## src/rtl/swire_pkg.sv

```systemverilog
package swire_pkg;
    localparam int CODE_W      = 5;
    localparam int FRAME_BITS  = 16;
    localparam int NBITS_W     = $clog2(FRAME_BITS + 1);
    localparam logic [7:0] DEV_ADDR = 8'h72;
    localparam logic [CODE_W-1:0] CODE_RST = 5'd31;

    typedef enum logic [1:0] {
        ST_IDLE  = 2'd0,
        ST_RECV  = 2'd1,
        ST_WAIT  = 2'd2,
        ST_DRIVE = 2'd3
    } rx_state_e;
endpackage

```

## src/rtl/swire_run_timer.sv

```systemverilog
module swire_run_timer #(
    parameter int CNT_W = 16
) (
    input  logic             clk,
    input  logic             rst_n,
    input  logic             line_i,
    output logic             lvl_o,
    output logic [CNT_W-1:0] run_o,
    output logic             rise_o,
    output logic             fall_o
);
    typedef struct packed {
        logic             lvl;
        logic [CNT_W-1:0] run;
    } run_t;

    run_t r_d, r_q;

    always_comb begin
        r_d     = r_q;
        r_d.lvl = line_i;
        if (line_i != r_q.lvl) begin
            r_d.run = CNT_W'(1);
        end else if (r_q.run != '1) begin
            r_d.run = r_q.run + CNT_W'(1);
        end
    end

    always_ff @(posedge clk or negedge rst_n) begin
        if (!rst_n) begin
            r_q <= '{lvl: 1'b1, run: '0};
        end else begin
            r_q <= r_d;
        end
    end

    assign lvl_o  = r_q.lvl;
    assign run_o  = r_q.run;
    assign rise_o = !r_q.lvl && line_i;
    assign fall_o = r_q.lvl && !line_i;
endmodule

```

## src/rtl/swire_ratio_judge.sv

```systemverilog
module swire_ratio_judge #(
    parameter int CNT_W = 16
) (
    input  logic [CNT_W-1:0] hi_i,
    input  logic [CNT_W-1:0] lo_i,
    output logic             one_o,
    output logic             zero_o
);
    always_comb begin
        one_o  = {1'b0, hi_i} > {lo_i, 1'b0};
        zero_o = {1'b0, lo_i} > {hi_i, 1'b0};
    end
endmodule

```

## src/rtl/swire_level_map.sv

```systemverilog
module swire_level_map #(
    parameter int LVL_W = 8
) (
    input  logic [swire_pkg::CODE_W-1:0] code_i,
    output logic [LVL_W-1:0]             mv_o
);
    int c;
    int mv;

    always_comb begin
        c = int'(code_i);
        if (c == 0) begin
            mv = 0;
        end else if (c <= 12) begin
            mv = 3 * c + 2;
        end else if (c <= 23) begin
            mv = 6 * c - 34;
        end else begin
            mv = 12 * c - 172;
        end
        mv_o = LVL_W'(mv);
    end
endmodule

```

## src/rtl/swire_cmd_rx.sv

```systemverilog
module swire_cmd_rx #(
    parameter int CNT_W       = 16,
    parameter int START_CYC   = 100,
    parameter int END_CYC     = 18000,
    parameter int ACK_DLY_CYC = 100,
    parameter int ACK_LEN_CYC = 25600,
    parameter int LVL_W       = 8
) (
    input  logic                         clk,
    input  logic                         rst_n,
    input  logic                         line_i,
    input  logic                         dig_en_i,
    output logic                         line_pd_o,
    output logic [swire_pkg::CODE_W-1:0] dim_code_o,
    output logic [LVL_W-1:0]             fb_mv_o,
    output logic                         frame_ok_o
);
    import swire_pkg::*;

    localparam int TMR_MAX = (ACK_DLY_CYC > ACK_LEN_CYC) ? ACK_DLY_CYC : ACK_LEN_CYC;
    localparam int TMR_W   = $clog2(TMR_MAX + 1);

    typedef struct packed {
        rx_state_e              state;
        logic [TMR_W-1:0]       tmr;
        logic [CNT_W-1:0]       lo_len;
        logic [FRAME_BITS-1:0]  shreg;
        logic [NBITS_W-1:0]     nbits;
        logic                   err;
        logic [CODE_W-1:0]      code;
        logic                   ok;
    } rx_t;

    rx_t s_d, s_q;

    logic             lvl_q;
    logic [CNT_W-1:0] run_q;
    logic             rise, fall;
    logic             is_one, is_zero;
    logic             frame_good;

    swire_run_timer #(.CNT_W(CNT_W)) u_timer (
        .clk    (clk),
        .rst_n  (rst_n),
        .line_i (line_i),
        .lvl_o  (lvl_q),
        .run_o  (run_q),
        .rise_o (rise),
        .fall_o (fall)
    );

    swire_ratio_judge #(.CNT_W(CNT_W)) u_judge (
        .hi_i   (run_q),
        .lo_i   (s_q.lo_len),
        .one_o  (is_one),
        .zero_o (is_zero)
    );

    swire_level_map #(.LVL_W(LVL_W)) u_map (
        .code_i (s_q.code),
        .mv_o   (fb_mv_o)
    );

    assign frame_good = !s_q.err
                     && (s_q.nbits == NBITS_W'(FRAME_BITS))
                     && (s_q.shreg[15:8] == DEV_ADDR)
                     && (s_q.shreg[6:5] == 2'b00);

    always_comb begin
        s_d    = s_q;
        s_d.ok = 1'b0;
        if (!dig_en_i) begin
            s_d.state = ST_IDLE;
            s_d.tmr   = '0;
        end else begin
            unique case (s_q.state)
                ST_IDLE: begin
                    if (fall && (run_q >= CNT_W'(START_CYC))) begin
                        s_d.state  = ST_RECV;
                        s_d.nbits  = '0;
                        s_d.err    = 1'b0;
                        s_d.lo_len = '0;
                    end
                end
                ST_RECV: begin
                    if (rise) begin
                        s_d.lo_len = run_q;
                    end
                    if (fall) begin
                        if (s_q.nbits == NBITS_W'(FRAME_BITS)) begin
                            s_d.err = 1'b1;
                        end else begin
                            s_d.nbits = s_q.nbits + NBITS_W'(1);
                            s_d.shreg = {s_q.shreg[FRAME_BITS-2:0], is_one};
                            if (!(is_one || is_zero)) begin
                                s_d.err = 1'b1;
                            end
                        end
                    end
                    if (!lvl_q && (run_q >= CNT_W'(END_CYC))) begin
                        s_d.state = ST_IDLE;
                        if (frame_good) begin
                            s_d.code = s_q.shreg[CODE_W-1:0];
                            s_d.ok   = 1'b1;
                            if (s_q.shreg[7]) begin
                                s_d.state = ST_WAIT;
                                s_d.tmr   = '0;
                            end
                        end
                    end
                end
                ST_WAIT: begin
                    if (s_q.tmr == TMR_W'(ACK_DLY_CYC - 1)) begin
                        s_d.state = ST_DRIVE;
                        s_d.tmr   = '0;
                    end else begin
                        s_d.tmr = s_q.tmr + TMR_W'(1);
                    end
                end
                ST_DRIVE: begin
                    if (s_q.tmr == TMR_W'(ACK_LEN_CYC - 1)) begin
                        s_d.state = ST_IDLE;
                        s_d.tmr   = '0;
                    end else begin
                        s_d.tmr = s_q.tmr + TMR_W'(1);
                    end
                end
                default: s_d.state = ST_IDLE;
            endcase
        end
    end

    always_ff @(posedge clk or negedge rst_n) begin
        if (!rst_n) begin
            s_q <= '{state: ST_IDLE, tmr: '0, lo_len: '0, shreg: '0,
                     nbits: '0, err: 1'b0, code: CODE_RST, ok: 1'b0};
        end else begin
            s_q <= s_d;
        end
    end

    assign line_pd_o  = (s_q.state == ST_DRIVE);
    assign dim_code_o = s_q.code;
    assign frame_ok_o = s_q.ok;
endmodule

```

## config.mk

```make
export PLATFORM = sky130hd
export DESIGN_NAME = swire_cmd_rx
export DESIGN_NICKNAME = d
export VERILOG_FILES = /design/src/rtl/swire_pkg.sv /design/src/rtl/swire_run_timer.sv /design/src/rtl/swire_ratio_judge.sv /design/src/rtl/swire_level_map.sv /design/src/rtl/swire_cmd_rx.sv
export SDC_FILE = /design/constraint.sdc
export NUM_CORES = 1
export LEC_CHECK = 0
export BUFFER_PORTS_ARGS = -buffer_cell sky130_fd_sc_hd__clkbuf_2
export CAP_MARGIN = 0
export CORE_MARGIN = 2
export CORE_UTILIZATION = 40
export DETAILED_ROUTE_END_ITERATION = 7
export SYNTH_ARGS = -nofsm -noshare
export SYNTH_HDL_FRONTEND = slang
export SYNTH_SLANG_ARGS = --single-unit
```

## constraint.sdc

```tcl
create_clock -name clk -period 2.5 [get_ports clk]
set_clock_uncertainty 0.2 [all_clocks]
set_input_delay 0 -clock clk [delete_from_list [all_inputs] [get_ports clk]]
set_output_delay 0 -clock clk [all_outputs]
set_load 0.005 [all_outputs]
```

==> flow_summary.toml <==
[route]
drt_iter0_markers = 267
vias = 4886
ant_nets = 0
route.detailed.drc = 0
wl_per_cell_um = 16.21
firstDrtPassIters = 5
viasPerCell = 5.610
routed_wl_mm = 14.12

[synth]
ys_types = 72
synth_warnings = 0
synth_area_um2 = 5513
synth_nets = 638
async_reset_ff_frac = 1.000
yosys_most_used_dff = "dfrtp_1"
synth_area_per_cell_um2 = 9.571
synth_edf_count = 0
ys_seq_area_frac = 0.3554
syn-instance-count = 576
ys_ff_latch = 78

[layout]
n_fill_cell = 1212
drive_gt1_frac = 0.3295
diodes = 0
post-route-util = 0.5396
syn_to_final_growth_pct = 30.64
fin_cells = 871
fin_nets = 752

[setup_path]
critPathLaunch = "dim_code_o[1]$_DFFE_PN1P_"
path_class = "reg -> out"
crit_path_max_fanout = 8
cp.required_ns = 2.30
crit_end = "fb_mv_o[7]"
cp-start-kind = "flop"
r2r_slack_ns = 0
rr_startpoint = "s_q[7]$_DFFE_PN0P_"
crit_path_end_kind = "primary output"
reg2reg_to = "s_q[57]$_DFFE_PN0P_"
worstPathArrival_ns = 2.83
r2r_cells = 9

[pwr]
power_mw = 3.113
p_leak_nw = 3.339
peakVddDrop_mv = 0.2917
p_per_area_nw_per_um2 = 432.3

[placed_design]
portBuffers = 18
dp.cells = 835
dp_slack_ns = -0.1776
dp_hpwl_mm = 10.13
globalplace.congestion = 0.8330

[timing]
tightestPinTransition_ns = 0.6513
slew_violations = 0
hold_viol_final = 7
fmax_mhz = 330.5
min_period_over_period = 1.210
setup_violations = 7
finalSetupTns_ns = -2.231
final.min_clock_period_ns = 3.026
setup_slack_ns = -0.5255
slew_headroom = 0.5642
holdWs_ns = -0.008406
grt_setup_unrepaired = "yes"

[clock_network]
cts_tree = "done"
clk_latency_ns = 0.35
cts.sinks = 78
cts-root-buf = "clkbuf_16"
h-tree-depth = 3
clkSlewWorstSetupHoldPaths_ns = 0.06
cts_buffer_depth = 2
numCtsBuffers = 9

[global_routing]
grt.overflow.total = 0
gr-usage-all-layers = 0.1963
grt_pass1_wl_mm = 23.23
grt_pass1_vias = 4876
antenna_found_initial = 0
grt_max_degree = 45

[floorplan]
io_pins = 19
die_h_um = 121.4
core_area_um2 = 13350
die_x_um = 121.4
num_rows = 42
die-area_um2 = 14740
start_util = 0.4130

[run_status]
status = "finished, violations left"
violations = "hold timing, setup timing"

[min_path]
hold_path.class = "in -> async"

[run]
cap_violations = 0
## flip-flops by register name, summed over array words and instances (netlist names)
signal / flops
frame_ok_o: 1
u_timer.run_o: 16
dim_code_o: 5
u_timer.lvl_o: 1
s_q: 55
## worst min-delay path by stage
stage | from | to
2_1_floorplan | rst_n | frame_ok_o$_DFF_PN0_
3_3_place_gp | rst_n | u_timer.run_o[15]$_DFFE_PN0P_
3_5_place_dp | rst_n | u_timer.run_o[15]$_DFFE_PN0P_
4_1_cts | rst_n | u_timer.run_o[15]$_DFFE_PN0P_
5_1_grt | rst_n | u_timer.run_o[15]$_DFFE_PN0P_
6_report | rst_n | u_timer.run_o[15]$_DFFE_PN0P_
## report_power, final
part | total (mW) | internal (mW) | switching, mW
clock | 1.43 | 0.875 | 0.555
combinational | 0.351 | 0.141 | 0.210
sequential | 1.33 | 1.30 | 0.0357
total | 3.11 | 2.31 | 0.800
## per-stage QoR
| stage | hold slack, ns | area (um^2) |
|---|---|---|
| after floorplan | -0.4956 | 5569 |
| after global placement | -0.1594 | 6440 |
| after detailed placement | -0.1514 | 6440 |
| after CTS | 0.01655 | 6953 |
| after global routing | 0.07450 | 7202 |
| final | -0.008406 | 7202 |
## cell families after synthesis
group,Yosys count,synth area share
xor+xnor,28,0.04448
buf+inv,76,0.06037
compound gates,140,0.1884
fa+ha+maj,58,0.1330
simple gates,177,0.1802
mux,19,0.03813
flops,78,0.3554
## synth_stat cells, types with 4 or more instances
master	count	area [um^2]
dfrtp_1	72	1802
ha_1	57	713.2
inv_1	48	180.2
a21oi_1	32	160.2
nand2_1	30	112.6
nor2_1	28	105.1
nand3_1	26	130.1
xnor2_1	22	192.7
a22o_1	17	148.9
clkbuf_1	16	60.06
mux2_2	16	180.2
and2_1	13	81.33
nand4_1	13	81.33
a211oi_1	10	75.07
a21o_1	9	67.56
o21ai_0	9	45.04
and3_1	8	50.05
nor2b_1	8	50.05
nor3_1	8	40.04
o22ai_1	8	50.05
o21ai_1	7	35.03
or3_1	7	43.79
a31oi_1	6	37.54
buf_4	6	45.04
dfstp_2	6	157.7
o41ai_1	6	52.55
xor2_1	6	52.55
o311ai_1	5	43.79
and4_1	4	35.03
nor4_1	4	25.02
o31ai_1	4	30.03
or3b_1	4	35.03
or4_1	4	30.03
## placed cells by master (no fill, tap or decap), types with 8 or more instances in the layout
cell,netlist,final
buf_4,6,99
dfrtp_1,72,72
ha_1,57,51
inv_1,48,46
nand2_1,30,28
nor2_1,28,28
nand3_1,26,26
a21oi_1,32,23
xnor2_1,22,21
a22o_1,17,17
mux2_2,16,16
clkbuf_2,0,14
nand4_1,13,13
and2_1,13,12
a21o_1,9,9
a21oi_2,0,9
o21ai_0,9,9
clkbuf_16,0,9
nor3_1,8,8
o22ai_1,8,8
## area by class of cell
type                       instances  area [um^2]  share of cell area
timing repair buffer             129        997.2              0.1385
clock buffer                       9        225.2             0.03127
tap                              176        220.2             0.03058
sequential                        78         1959              0.2721
clock inverter                     7        98.84             0.01372
inverter                          49        186.4             0.02589
multi-input combinational        423         3515              0.4880
## worst max-delay path, cell delays in order, from the launching register on
cell and delay, ns:
dfstp_2 0.58, ha_4 0.15, inv_2 0.03, fa_2 0.38
nand2b_1 0.18, a21oi_2 0.17, xnor2_2 0.20, nor3b_1 0.22
o21ai_0 0.14, a311oi_2 0.27, buf_2 0.15
## per-layer routing
layer  vias to the layer above  track usage  part of all wire
met1                      2396       0.2470              0.45
met3                        35      0.03242             0.033
li1                       2352            -                 -
met4                         0      0.07328             0.020
met5                         -            0                 0
met2                       103       0.3378              0.49
## repair_timing
item / 4_1_cts / 5_1_grt
endpoints found under the setup margin: 19 / 26
resized for setup: 21 / 40
endpoints found under the hold margin: 84 / 0
buffers inserted: 7 / 9
hold buffers: 3 / 0
gates cloned: 1 / 1
pin swaps: 12 / 22
Note: power is estimated with default switching activity, not from simulation.
